### src/rtl/lu_interlock_pkg.sv
package lu_interlock_pkg;
  typedef enum logic [1:0] {
    FWD_RF  = 2'b00,
    FWD_MEM = 2'b01,
    FWD_WB  = 2'b10
  } fwd_sel_e;
endpackage

### src/rtl/lu_hazard_detect.sv
module lu_hazard_detect #(
  parameter int REG_AW = 5
) (
  input  logic              ex_is_load_i,
  input  logic [REG_AW-1:0] ex_rd_i,
  input  logic [REG_AW-1:0] id_rs1_i,
  input  logic [REG_AW-1:0] id_rs2_i,
  input  logic              id_use_rs1_i,
  input  logic              id_use_rs2_i,
  output logic              hazard_o
);
  logic rd_live;
  logic hit1, hit2;

  always_comb begin
    rd_live  = ex_is_load_i && (ex_rd_i != '0);
    hit1     = id_use_rs1_i && (id_rs1_i == ex_rd_i);
    hit2     = id_use_rs2_i && (id_rs2_i == ex_rd_i);
    hazard_o = rd_live && (hit1 || hit2);
  end
endmodule

### src/rtl/lu_fwd_select.sv
module lu_fwd_select
  import lu_interlock_pkg::*;
#(
  parameter int REG_AW = 5
) (
  input  logic [REG_AW-1:0] src_i,
  input  logic              mem_wr_i,
  input  logic              mem_is_load_i,
  input  logic [REG_AW-1:0] mem_rd_i,
  input  logic              wb_wr_i,
  input  logic [REG_AW-1:0] wb_rd_i,
  output fwd_sel_e          sel_o
);
  logic src_live, mem_hit, wb_hit;

  always_comb begin
    src_live = (src_i != '0);
    mem_hit  = src_live && mem_wr_i && !mem_is_load_i && (mem_rd_i == src_i);
    wb_hit   = src_live && wb_wr_i && (wb_rd_i == src_i);
    if (mem_hit)     sel_o = FWD_MEM;
    else if (wb_hit) sel_o = FWD_WB;
    else             sel_o = FWD_RF;
  end
endmodule

### src/rtl/lu_interlock.sv
module lu_interlock
  import lu_interlock_pkg::*;
#(
  parameter int REG_AW = 5,
  parameter int N_OPS  = 2
) (
  input  logic                 clk,
  input  logic                 rst_n,
  input  logic                 delay_slot_i,
  input  logic [REG_AW-1:0]    id_rs1_i,
  input  logic [REG_AW-1:0]    id_rs2_i,
  input  logic                 id_use_rs1_i,
  input  logic                 id_use_rs2_i,
  input  logic                 ex_is_load_i,
  input  logic [REG_AW-1:0]    ex_rd_i,
  input  logic [REG_AW-1:0]    ex_rs1_i,
  input  logic [REG_AW-1:0]    ex_rs2_i,
  input  logic                 mem_wr_i,
  input  logic                 mem_is_load_i,
  input  logic [REG_AW-1:0]    mem_rd_i,
  input  logic                 wb_wr_i,
  input  logic [REG_AW-1:0]    wb_rd_i,
  output logic                 stall_o,
  output logic                 pc_hold_o,
  output logic                 ifid_hold_o,
  output logic                 idex_bubble_o,
  output logic [2*N_OPS-1:0]   fwd_sel_o
);
  localparam int SEL_W = 2;

  logic hazard;
  logic stall_q, stall_d;
  logic stall_en;
  logic [REG_AW-1:0] ex_src [N_OPS];

  lu_hazard_detect #(.REG_AW(REG_AW)) u_detect (
    .ex_is_load_i (ex_is_load_i),
    .ex_rd_i      (ex_rd_i),
    .id_rs1_i     (id_rs1_i),
    .id_rs2_i     (id_rs2_i),
    .id_use_rs1_i (id_use_rs1_i),
    .id_use_rs2_i (id_use_rs2_i),
    .hazard_o     (hazard)
  );

  // A stall already taken last cycle lets the load advance; never repeat it.
  always_comb begin
    stall_o       = hazard && !delay_slot_i && !stall_q;
    pc_hold_o     = stall_o;
    ifid_hold_o   = stall_o;
    idex_bubble_o = stall_o;
    stall_d       = stall_o;
    stall_en      = 1'b1;
  end

  always_ff @(posedge clk or negedge rst_n) begin
    if (!rst_n)        stall_q <= 1'b0;
    else if (stall_en) stall_q <= stall_d;
  end

  always_comb begin
    ex_src[0] = ex_rs1_i;
    ex_src[1] = ex_rs2_i;
  end

  generate
    for (genvar g = 0; g < N_OPS; g++) begin : g_fwd
      fwd_sel_e sel;
      lu_fwd_select #(.REG_AW(REG_AW)) u_sel (
        .src_i         (ex_src[g]),
        .mem_wr_i      (mem_wr_i),
        .mem_is_load_i (mem_is_load_i),
        .mem_rd_i      (mem_rd_i),
        .wb_wr_i       (wb_wr_i),
        .wb_rd_i       (wb_rd_i),
        .sel_o         (sel)
      );
      assign fwd_sel_o[g*SEL_W +: SEL_W] = sel;
    end
  endgenerate
endmodule

### config.mk
export PLATFORM = sky130hd
export DESIGN_NAME = lu_interlock
export DESIGN_NICKNAME = d
export VERILOG_FILES = /design/src/rtl/lu_interlock_pkg.sv /design/src/rtl/lu_hazard_detect.sv /design/src/rtl/lu_fwd_select.sv /design/src/rtl/lu_interlock.sv
export SDC_FILE = /design/constraint.sdc
export NUM_CORES = 1
export LEC_CHECK = 0
export BUFFER_PORTS_ARGS = -buffer_cell sky130_fd_sc_hd__buf_2
export CORE_UTILIZATION = 31
export CTS_CLUSTER_SIZE = 25
export DETAILED_ROUTE_END_ITERATION = 10
export HOLD_SLACK_MARGIN = 0.12
export PLACE_DENSITY = 0.74
export SYNTH_ARGS = -nofsm -noshare
export SYNTH_HDL_FRONTEND = slang
export SYNTH_HIERARCHICAL = 1
export SYNTH_SLANG_ARGS = --single-unit
### constraint.sdc
create_clock -name clk -period 1.9 [get_ports clk]
set_clock_uncertainty 0.05 [all_clocks]
set_input_delay 0.475 -clock clk [delete_from_list [all_inputs] [get_ports clk]]
set_output_delay 0.475 -clock clk [all_outputs]
set_load 0.05 [all_outputs]
==> qor.yml, run 1 <==
status: "complete, but fails checks"
violations: "negative setup slack"
io_buffers: 51
grt_overflow: 0
largest_reg_flops: 1
track_usage: 0.2085
tightest_slew_ps: 314.4
start_kind: "input port"
hpwl_um: 1404
worstSetupEndpointType: "output port"
setup_viol: 9
critPathKind: "input port to output port"
slew_headroom: 0.7901
fp.dieArea_um2: 1792
synth_area_um2: 504.2
utilization: 0.7525
stdcell_count: 138
crit_family: "simple AND/OR/NAND/NOR gates"
drtAntennaViolNets: 0
fin_setup_tns_ps: -2910
r2r_slack_ps: 920
first_pass_iters: 4
cp-startpoint: "ex_rd_i[4]"
path_depth: 7
largest-register: "stall_q"
grt_pass1_vias: 742
antenna_cells: 0
crit_required_ps: 1370
die_w_um: 42.33
antenna_found_initial: 0
r2r_end: "stall_q$_DFF_PN0_"
min_period_ps: 2384
syn_avg_cell_area_um2: 8.404
fin_nets: 168
synthesis.nets: 104
cp-endpoint: "pc_hold_o"
ctsHoldBuffers: 0
clkTransAtPathRegs_ps: 0
num_io_pins: 52
grt_max_degree: 6
ys_ff_latch: 1
rsz0062_at_grt: "true"
synthesis.instances: 60
cp.arrival_ps: 1860
initialDrtViolationCount: 2
grt_pass1_wl_um: 2932
clk_latency_ps: 0
post_drt_wl_per_cell_um: 13.67
final-hold-violation-count: 0
areaGrowthSynthToFinish_pct: 124.8
worst-path-buf-inv: 2
dp.cells: 136
largestRegisters: "stall_q: 1 flops"
timing.final.crit_share: 1.255
globalplace.congestion: 0.7147
placeableCoreArea_um2: 1506
ys_seq_area_frac: 0.04963
p_leak_nw: 0.4939
fmax_mhz: 419.4
die_h_um: 42.33
ys_warn_count: 6
num_vias: 682
r2r_start: "stall_q$_DFF_PN0_"
ys_types: 16
drc_errors: 0
slowest_delay_ps: 320
cp_slowest_cell: "nor3b_4"
vias_per_cell: 4.942
rows: 14
drive_gt1_frac: 0.7295
power_w: 0.0002494
irDropWorstVdd_v: 0.0001402
slew_violations: 0
maxCapViolCount: 0
hold_class: "input port to asynchronous set/reset pin"
power_density_nw_per_um2: 220.0
routed_wirelength_um: 1887
r2r_cells: 2
path_max_fanout: 5
start_util: 0.3347
whs_ps: 202.0
path_cells: "buf_4 > xor2_2 > nor4_2 > nand3_1 > a21oi_2 > nor3b_4 > buf_6"
setup_ws_ps: -484.3
## kinds of logic (layout without fill, tap and decap cells)
group,Yosys count,count (layout),synth area share
buf+inv,5,67,0.07445
compound gates,2,2,0.01983
simple gates,22,22,0.3350
flops,1,1,0.04962
xor+xnor,30,30,0.5211
## worst register-to-register path, cell delays in order (launching register included)
cell     delay (ps)
dfrtp_1         380
nor3b_4         320
buf_4           170
## repair_timing
item                                    4_1_cts  5_1_grt
endpoints found under the setup margin        8        9
pin swaps                                     9        8
buffers inserted                              2        0
gates resized for setup                      37       11
gates cloned                                  0        0
## layer usage
metal,part of all wire,GRT usage,up-vias
met4,0.038,0.07500,0
met2,0.57,0.4277,47
li1,-,-,330
met5,0,0,-
met3,0.085,0.03017,6
met1,0.31,0.2026,299
## cell type report
cell class,instances,area [µm²]
multi-input combinational,54,591.8
timing repair buffer,67,496.7
fill,100,372.9
sequential,1,25.02
tap,16,20.02
## cells in the mapped netlist (all sizes together)
cell	number	share of area
nand3	2	0.020
nor2	2	0.025
nand2	2	0.015
nor3b	1	0.025
buf	5	0.074
xor2	8	0.14
nand3b	2	0.030
o21ai	1	0.0099
or4	3	0.045
nor3	2	0.040
nor4	4	0.087
nand4	4	0.050
xnor2	22	0.38
a21oi	1	0.0099
dfrtp	1	0.050
## power breakdown
| part | internal [W] | total (W) | switching [W] |
|---|---|---|---|
| combinational | 0.000128 | 0.000227 | 0.0000996 |
| clock | 0 | 0 | 0 |
| sequential | 0.0000219 | 0.0000221 | 0.000000207 |
## worst min path at each step
stage / slack [ps] / start / end
CTS: 200 / rst_n / stall_q$_DFF_PN0_
finish: 200 / rst_n / stall_q$_DFF_PN0_
floorplan: 130 / rst_n / stall_q$_DFF_PN0_
detailed placement: 200 / rst_n / stall_q$_DFF_PN0_
global route: 210 / rst_n / stall_q$_DFF_PN0_
global placement: 200 / rst_n / stall_q$_DFF_PN0_
## per-stage QoR
stage / instance area [µm²] / setup slack (ps)
CTS: 1075 / -508.0
global placement: 888.4 / -452.6
detailed placement: 888.4 / -542.0
finish: 1134 / -484.3
floorplan: 564.3 / -592.0
global route: 1134 / -560.7
## placed cells by master, fill, tap and decap left out, types with 4 or more instances in the layout
master   Yosys  layout
xnor2_2      0       5
buf_4        5      12
xor2_1       8       4
xnor2_1     22      16
buf_2        0      34
nand4_1      4       4
xor2_2       0       4
buf_6        0      21
Power figures use the tool's default switching activity.
==> run 2, diff against run 1 <==
Settings changed: ABC_AREA from default to 1, CAP_MARGIN from default to 5, CORE_UTILIZATION 31 to 39, PLACE_DENSITY 0.74 to 0.76, REMOVE_ABC_BUFFERS from default to 1.
==> run 2 against run 1 <==
Effect of this change: the run still ends with negative setup slack left; worst setup slack gained 340 ps; maximum frequency grew 17%; combinational power is essentially flat; cell count grew 88%; power grew 0.36%; critical endpoint is now ifid_hold_o; largest power group unchanged.
==> qor.yml, run 2 <==
synth_edf_count: 0  # unchanged
violations: "negative setup slack"
die_h_um: 48.09  # +14%
setup_viol: 4  # -5
clkTransAtPathRegs_ps: 0  # unchanged
timing.final.crit_share: 1.075  # -0.1802
yosys.area.top_type: "nand2_1"
rsz0062_at_grt: "true"
path_max_fanout: 5  # unchanged
stdcell_count: 259  # +88%
cp_common_cell: "nand2_2"
synth_most_common_cell: "nand2_1"
largest-register: "stall_q"
synth_area_leaders: "nand2_1, inv_1, nor2_1"
grt_overflow: 0  # unchanged
ys_types: 15  # -1
rows: 16  # +2
utilization: 0.6269  # -0.1256
fin_nets: 278  # +65%
first_pass_iters: 4  # unchanged
maxCapViolCount: 0  # unchanged
tightest_slew_ps: 203.1  # -111.3 ps
final-hold-violation-count: 0  # unchanged
power_density_nw_per_um2: 201.4  # -8.4%
ys_warn_count: 6  # unchanged
cp.arrival_ps: 1520  # -340 ps
ys_top_cells_by_count: "nand2_1, inv_1, nor2_1, inv_2, nand2_2"
layout_common_cells: "nand2_1, buf_2, inv_1"
antenna_cells: 0  # unchanged
path_cells: "buf_8 > inv_4 > nand2_2 > nand2_2 > nor2_2 > nand3_1 > a21oi_1 > nand2_1 > nor2_4 > buf_6"
start_util: 0.4179  # +0.08321
routed_wirelength_um: 2102  # +11%
synthArstFlopShare: 1.000  # unchanged
track_usage: 0.1695  # -0.03905
globalplace.congestion: 0.7849  # +9.8%
slew_headroom: 0.8643  # +0.07411
worst-path-buf-inv: 3  # +1
ys_seq_area_frac: 0.03021  # -0.01942
critPathKind: "input port to output port"
crit_required_ps: 1370  # about the same
drive_gt1_frac: 0.4181  # -0.3114
p_leak_nw: 0.8127  # +65%
areaGrowthSynthToFinish_pct: 50.00
fmax_mhz: 489.7  # +17%
worstSetupEndpointType: "output port"
status: "complete, but fails checks"
initialDrtViolationCount: 20  # +18
die_w_um: 48.09  # +14%
largestRegisters: "stall_q: 1 flops"
dp.cells: 258  # +90%
drtAntennaViolNets: 0  # unchanged
placeableCoreArea_um2: 1982  # +32%
post_drt_wl_per_cell_um: 8.116  # -41%
grt_pass1_vias: 779  # +5.0%
hold_class: "input port to asynchronous set/reset pin"
synth.top_cell.area_share: 0.3444  # -0.03772
synthesis.instances: 185  # +210%
grt_max_degree: 6  # unchanged
grt_pass1_wl_um: 2932  # unchanged
synth_area_um2: 828.3  # +64%
irDropWorstVdd_v: 0.0001190  # -15%
num_vias: 1076  # +58%
slowest_delay_ps: 190  # -130 ps
path_depth: 10  # +3
slew_violations: 0  # unchanged
setup_ws_ps: -141.9  # +342.4 ps
drc_errors: 0  # unchanged
cp_slowest_cell: "nor2_4"
crit_family: "simple AND/OR/NAND/NOR gates"
ys_ff_latch: 1  # unchanged
io_buffers: 51  # unchanged
r2r_cells: 1  # -1
num_io_pins: 52  # unchanged
hpwl_um: 1649  # +17%
antenna_found_initial: 0  # unchanged
final_common_cell: "nand2_1"
clk_latency_ps: 0  # unchanged
syn_avg_cell_area_um2: 4.477  # -47%
vias_per_cell: 4.154  # -16%
fp.dieArea_um2: 2312  # +29%
start_kind: "input port"
ys.flop_type: "dfrtp_1"
min_period_ps: 2042  # -342.4 ps
largest_reg_flops: 1  # unchanged
run 2: cell types whose count changed in the layout (fill, tap and decap cells not counted), sizes merged, moves of 3 or more:
cell,before,now
buf,67,50
xor2,8,0
xnor2,22,2
inv,0,45
nor2,2,34
nor4,4,0
or4,3,0
nand2,2,88
run 2: layout make-up:
cell class | count | area (µm²)
fillers | 192 | 739.5
multi-input cells | 134 | 628.1
repair buffers | 52 | 379.1
inverters | 45 | 176.4
well taps | 27 | 33.78
flip-flops and latches | 1 | 25.02
run 2: final timing paths:
path	start	end	slack (ps)
hold reg to reg	stall_q$_DFF_PN0_	stall_q$_DFF_PN0_	440
setup reg to reg	stall_q$_DFF_PN0_	stall_q$_DFF_PN0_	1150
hold / removal	rst_n	stall_q$_DFF_PN0_	200
max in group asynchronous	rst_n	stall_q$_DFF_PN0_	1520
min in group clk	stall_q$_DFF_PN0_	stall_q$_DFF_PN0_	440
setup / recovery	ex_rd_i[0]	ifid_hold_o	-140
run 2: metrics by stage:
step                      hold WS [ps]  TNS (ps)  setup WS [ps]   power, W  cell area, µm²
after floorplan                  129.4     -5720          -1113  0.0001371           790.8
after global placement           200.0    -733.9         -183.6  0.0002170            1080
after detailed placement         200.6    -729.9         -184.0  0.0002180            1080
after CTS                        200.6    -512.1         -128.3  0.0002301            1154
after global routing             204.4    -863.2         -221.5  0.0002779            1242
final                            199.4    -539.2         -141.9  0.0002502            1242
run 2: cells by family after synthesis:
family | share of synthesized area
AO/OA/AOI/OAI | 0.01812
XOR/XNOR | 0.02115
AND/OR/NAND/NOR | 0.6813
flip-flops | 0.03021
buffers and inverters | 0.2492
run 2: power breakdown:
group          internal [W]  switching (W)
Clock                     0              0
Combinational      0.000103       0.000125
Sequential        0.0000219    0.000000234
run 2: what timing repair did:
action	4_1_cts	5_1_grt
setup buffers	0	1
gates resized for setup	20	28
endpoints found under the setup margin	4	8
hold buffers	0	0
pin swaps	11	9
run 2: layer usage:
metal	up-vias	global-route usage	share of wire
li1	619	-	-
met2	34	0.2919	0.49
met4	0	0	0
met3	0	0	0.037
met5	-	0	0
met1	423	0.2505	0.48
==> run 3, diff against run 2 <==
Settings changed: CORE_UTILIZATION 39 to 40, CTS_BUF_LIST from default to sky130_fd_sc_hd__clkbuf_4, PLACE_DENSITY 0.76 to 0.78, SLEW_MARGIN from default to 20.
==> run 3 against run 2 <==
Effect of this change: the run still ends with negative setup slack left; sequential share of layout area about the same; combinational power down 2%; final area shrank 1.4%; global-route usage up 2.1 points; worst hold slack improved by 3.4 ps; largest cell class unchanged.
==> qor.yml, run 3 (synthesis results as in run 2) <==
cp.arrival_ps: 1540  # +20 ps
grt_pass1_wl_um: 3236  # +10%
io_buffers: 51  # unchanged
status: "complete, but fails checks"
post_drt_wl_per_cell_um: 7.857  # -3.2%
critPathKind: "input port to output port"
largest_reg_flops: 1  # unchanged
fmax_mhz: 483.6  # -1.3%
num_vias: 1076  # unchanged
irDropWorstVdd_v: 0.00009722  # -18%
largest-register: "stall_q"
placeableCoreArea_um2: 1962  # -1.0%
hpwl_um: 1645  # -0.27%
grt_max_degree: 6  # unchanged
vias_per_cell: 4.171  # +0.39%
maxCapViolCount: 0  # unchanged
hold_class: "input port to asynchronous set/reset pin"
setup_ws_ps: -168.0  # -26.17 ps
timing.final.crit_share: 1.088  # +0.01377
final-hold-violation-count: 0  # unchanged
drc_errors: 0  # unchanged
layout_common_cells: "nand2_1, buf_2, inv_1"
start_util: 0.4222  # +0.004265
violations: "negative setup slack"
power_density_nw_per_um2: 200.8  # -0.29%
die_w_um: 47.51  # -1.2%
slew_headroom: 0.8355  # -0.02879
grt_pass1_vias: 842  # +8.1%
antenna_cells: 0  # unchanged
fin_area_um2: 1225  # -1.4%
final_common_cell: "nand2_1"
routed_wirelength_um: 2027  # -3.6%
stdcell_count: 258  # -0.39%
clk_latency_ps: 0  # unchanged
p_leak_nw: 0.8086  # -0.51%
slew_violations: 0  # unchanged
largestRegisters: "stall_q: 1 flops"
min_period_ps: 2068  # +26.17 ps
grt_overflow: 0  # unchanged
rows: 16  # unchanged
postPlaceCellArea_um2: 1080  # unchanged
start_kind: "input port"
clkTransAtPathRegs_ps: 0  # unchanged
num_io_pins: 52  # unchanged
globalplace.congestion: 0.7693  # -2.0%
track_usage: 0.1907  # +0.02127
rsz0062_at_grt: "true"
crit_required_ps: 1370  # about the same
setup_viol: 4  # unchanged
antenna_found_initial: 0  # unchanged
initialDrtViolationCount: 19  # -5.0%
path_max_fanout: 5  # unchanged
fin_nets: 277  # -0.36%
tightest_slew_ps: 248.5  # +45.38 ps
drtAntennaViolNets: 0  # unchanged
dp.cells: 258  # unchanged
worstSetupEndpointType: "output port"
die_h_um: 47.51  # -1.2%
drive_gt1_frac: 0.4113  # -0.006848
fp.dieArea_um2: 2257  # -2.4%
areaGrowthSynthToFinish_pct: 47.88
first_pass_iters: 4  # unchanged
-- run 3: final cells by class --
| type | count | area, µm² |
|---|---|---|
| Fill cell | 217 | 737.0 |
| Multi-Input combinational cell | 134 | 628.1 |
| Timing Repair Buffer | 51 | 359.1 |
| Inverter | 45 | 178.9 |
| Tap cell | 27 | 33.78 |
| Sequential cell | 1 | 25.02 |
-- run 3: path summary, 6_finish.rpt --
path / startpoint / end / slack (ps) / depth (start not counted)
min in group clk: stall_q$_DFF_PN0_ / stall_q$_DFF_PN0_ / 450 / 1
max: ex_rd_i[4] / stall_o / -170 / 9
min: rst_n / stall_q$_DFF_PN0_ / 200 / 1
min reg2reg: stall_q$_DFF_PN0_ / stall_q$_DFF_PN0_ / 450 / 1
max reg2reg: stall_q$_DFF_PN0_ / stall_q$_DFF_PN0_ / 1150 / 1
max in group asynchronous: rst_n / stall_q$_DFF_PN0_ / 1510 / 1
-- run 3: power by group --
group          internal, W  switching [W]
logic            0.0000999       0.000124
clock network            0              0
registers        0.0000219    0.000000250
total             0.000122       0.000124
-- run 3: what timing repair did --
action,4_1_cts,5_1_grt
pin swaps,9,4
endpoints found under the setup margin,5,7
hold buffers,0,0
resized for setup,27,18
gates cloned,0,0
setup buffers,0,0
-- run 3: metal layers --
layer  GRT usage  wire length, µm  part of all wire  vias up
met5           0                0                 0        -
met4           0                0                 0        0
met3           0               67             0.033        0
met2      0.3534              984              0.49       28
met1      0.2622              976              0.48      430
li1            -                -                 -      618
-- run 3: critical path, stage by stage --
cell,delay [ps]
buf_8,110
inv_6,50
nand2_4,40
a21oi_2,140
nand3_1,90
a21oi_1,150
nand2_1,100
nor2_4,190
buf_6,190
-- run 3: metrics by stage --
step	worst slack [ps]	hold WS (ps)	setup TNS [ps]	util	total power, W
global route	-229.3	205.5	-903.5	0.6244	0.0002758
global placement	-178.3	199.7	-712.5	0.5504	0.0002164
CTS	-125.4	201.4	-500.3	0.5957	0.0002345
floorplan	-1113	129.4	-5720	-	0.0001371
detailed placement	-177.7	201.4	-701.9	0.5504	0.0002185
finish	-168.0	202.8	-653.4	0.6244	0.0002460
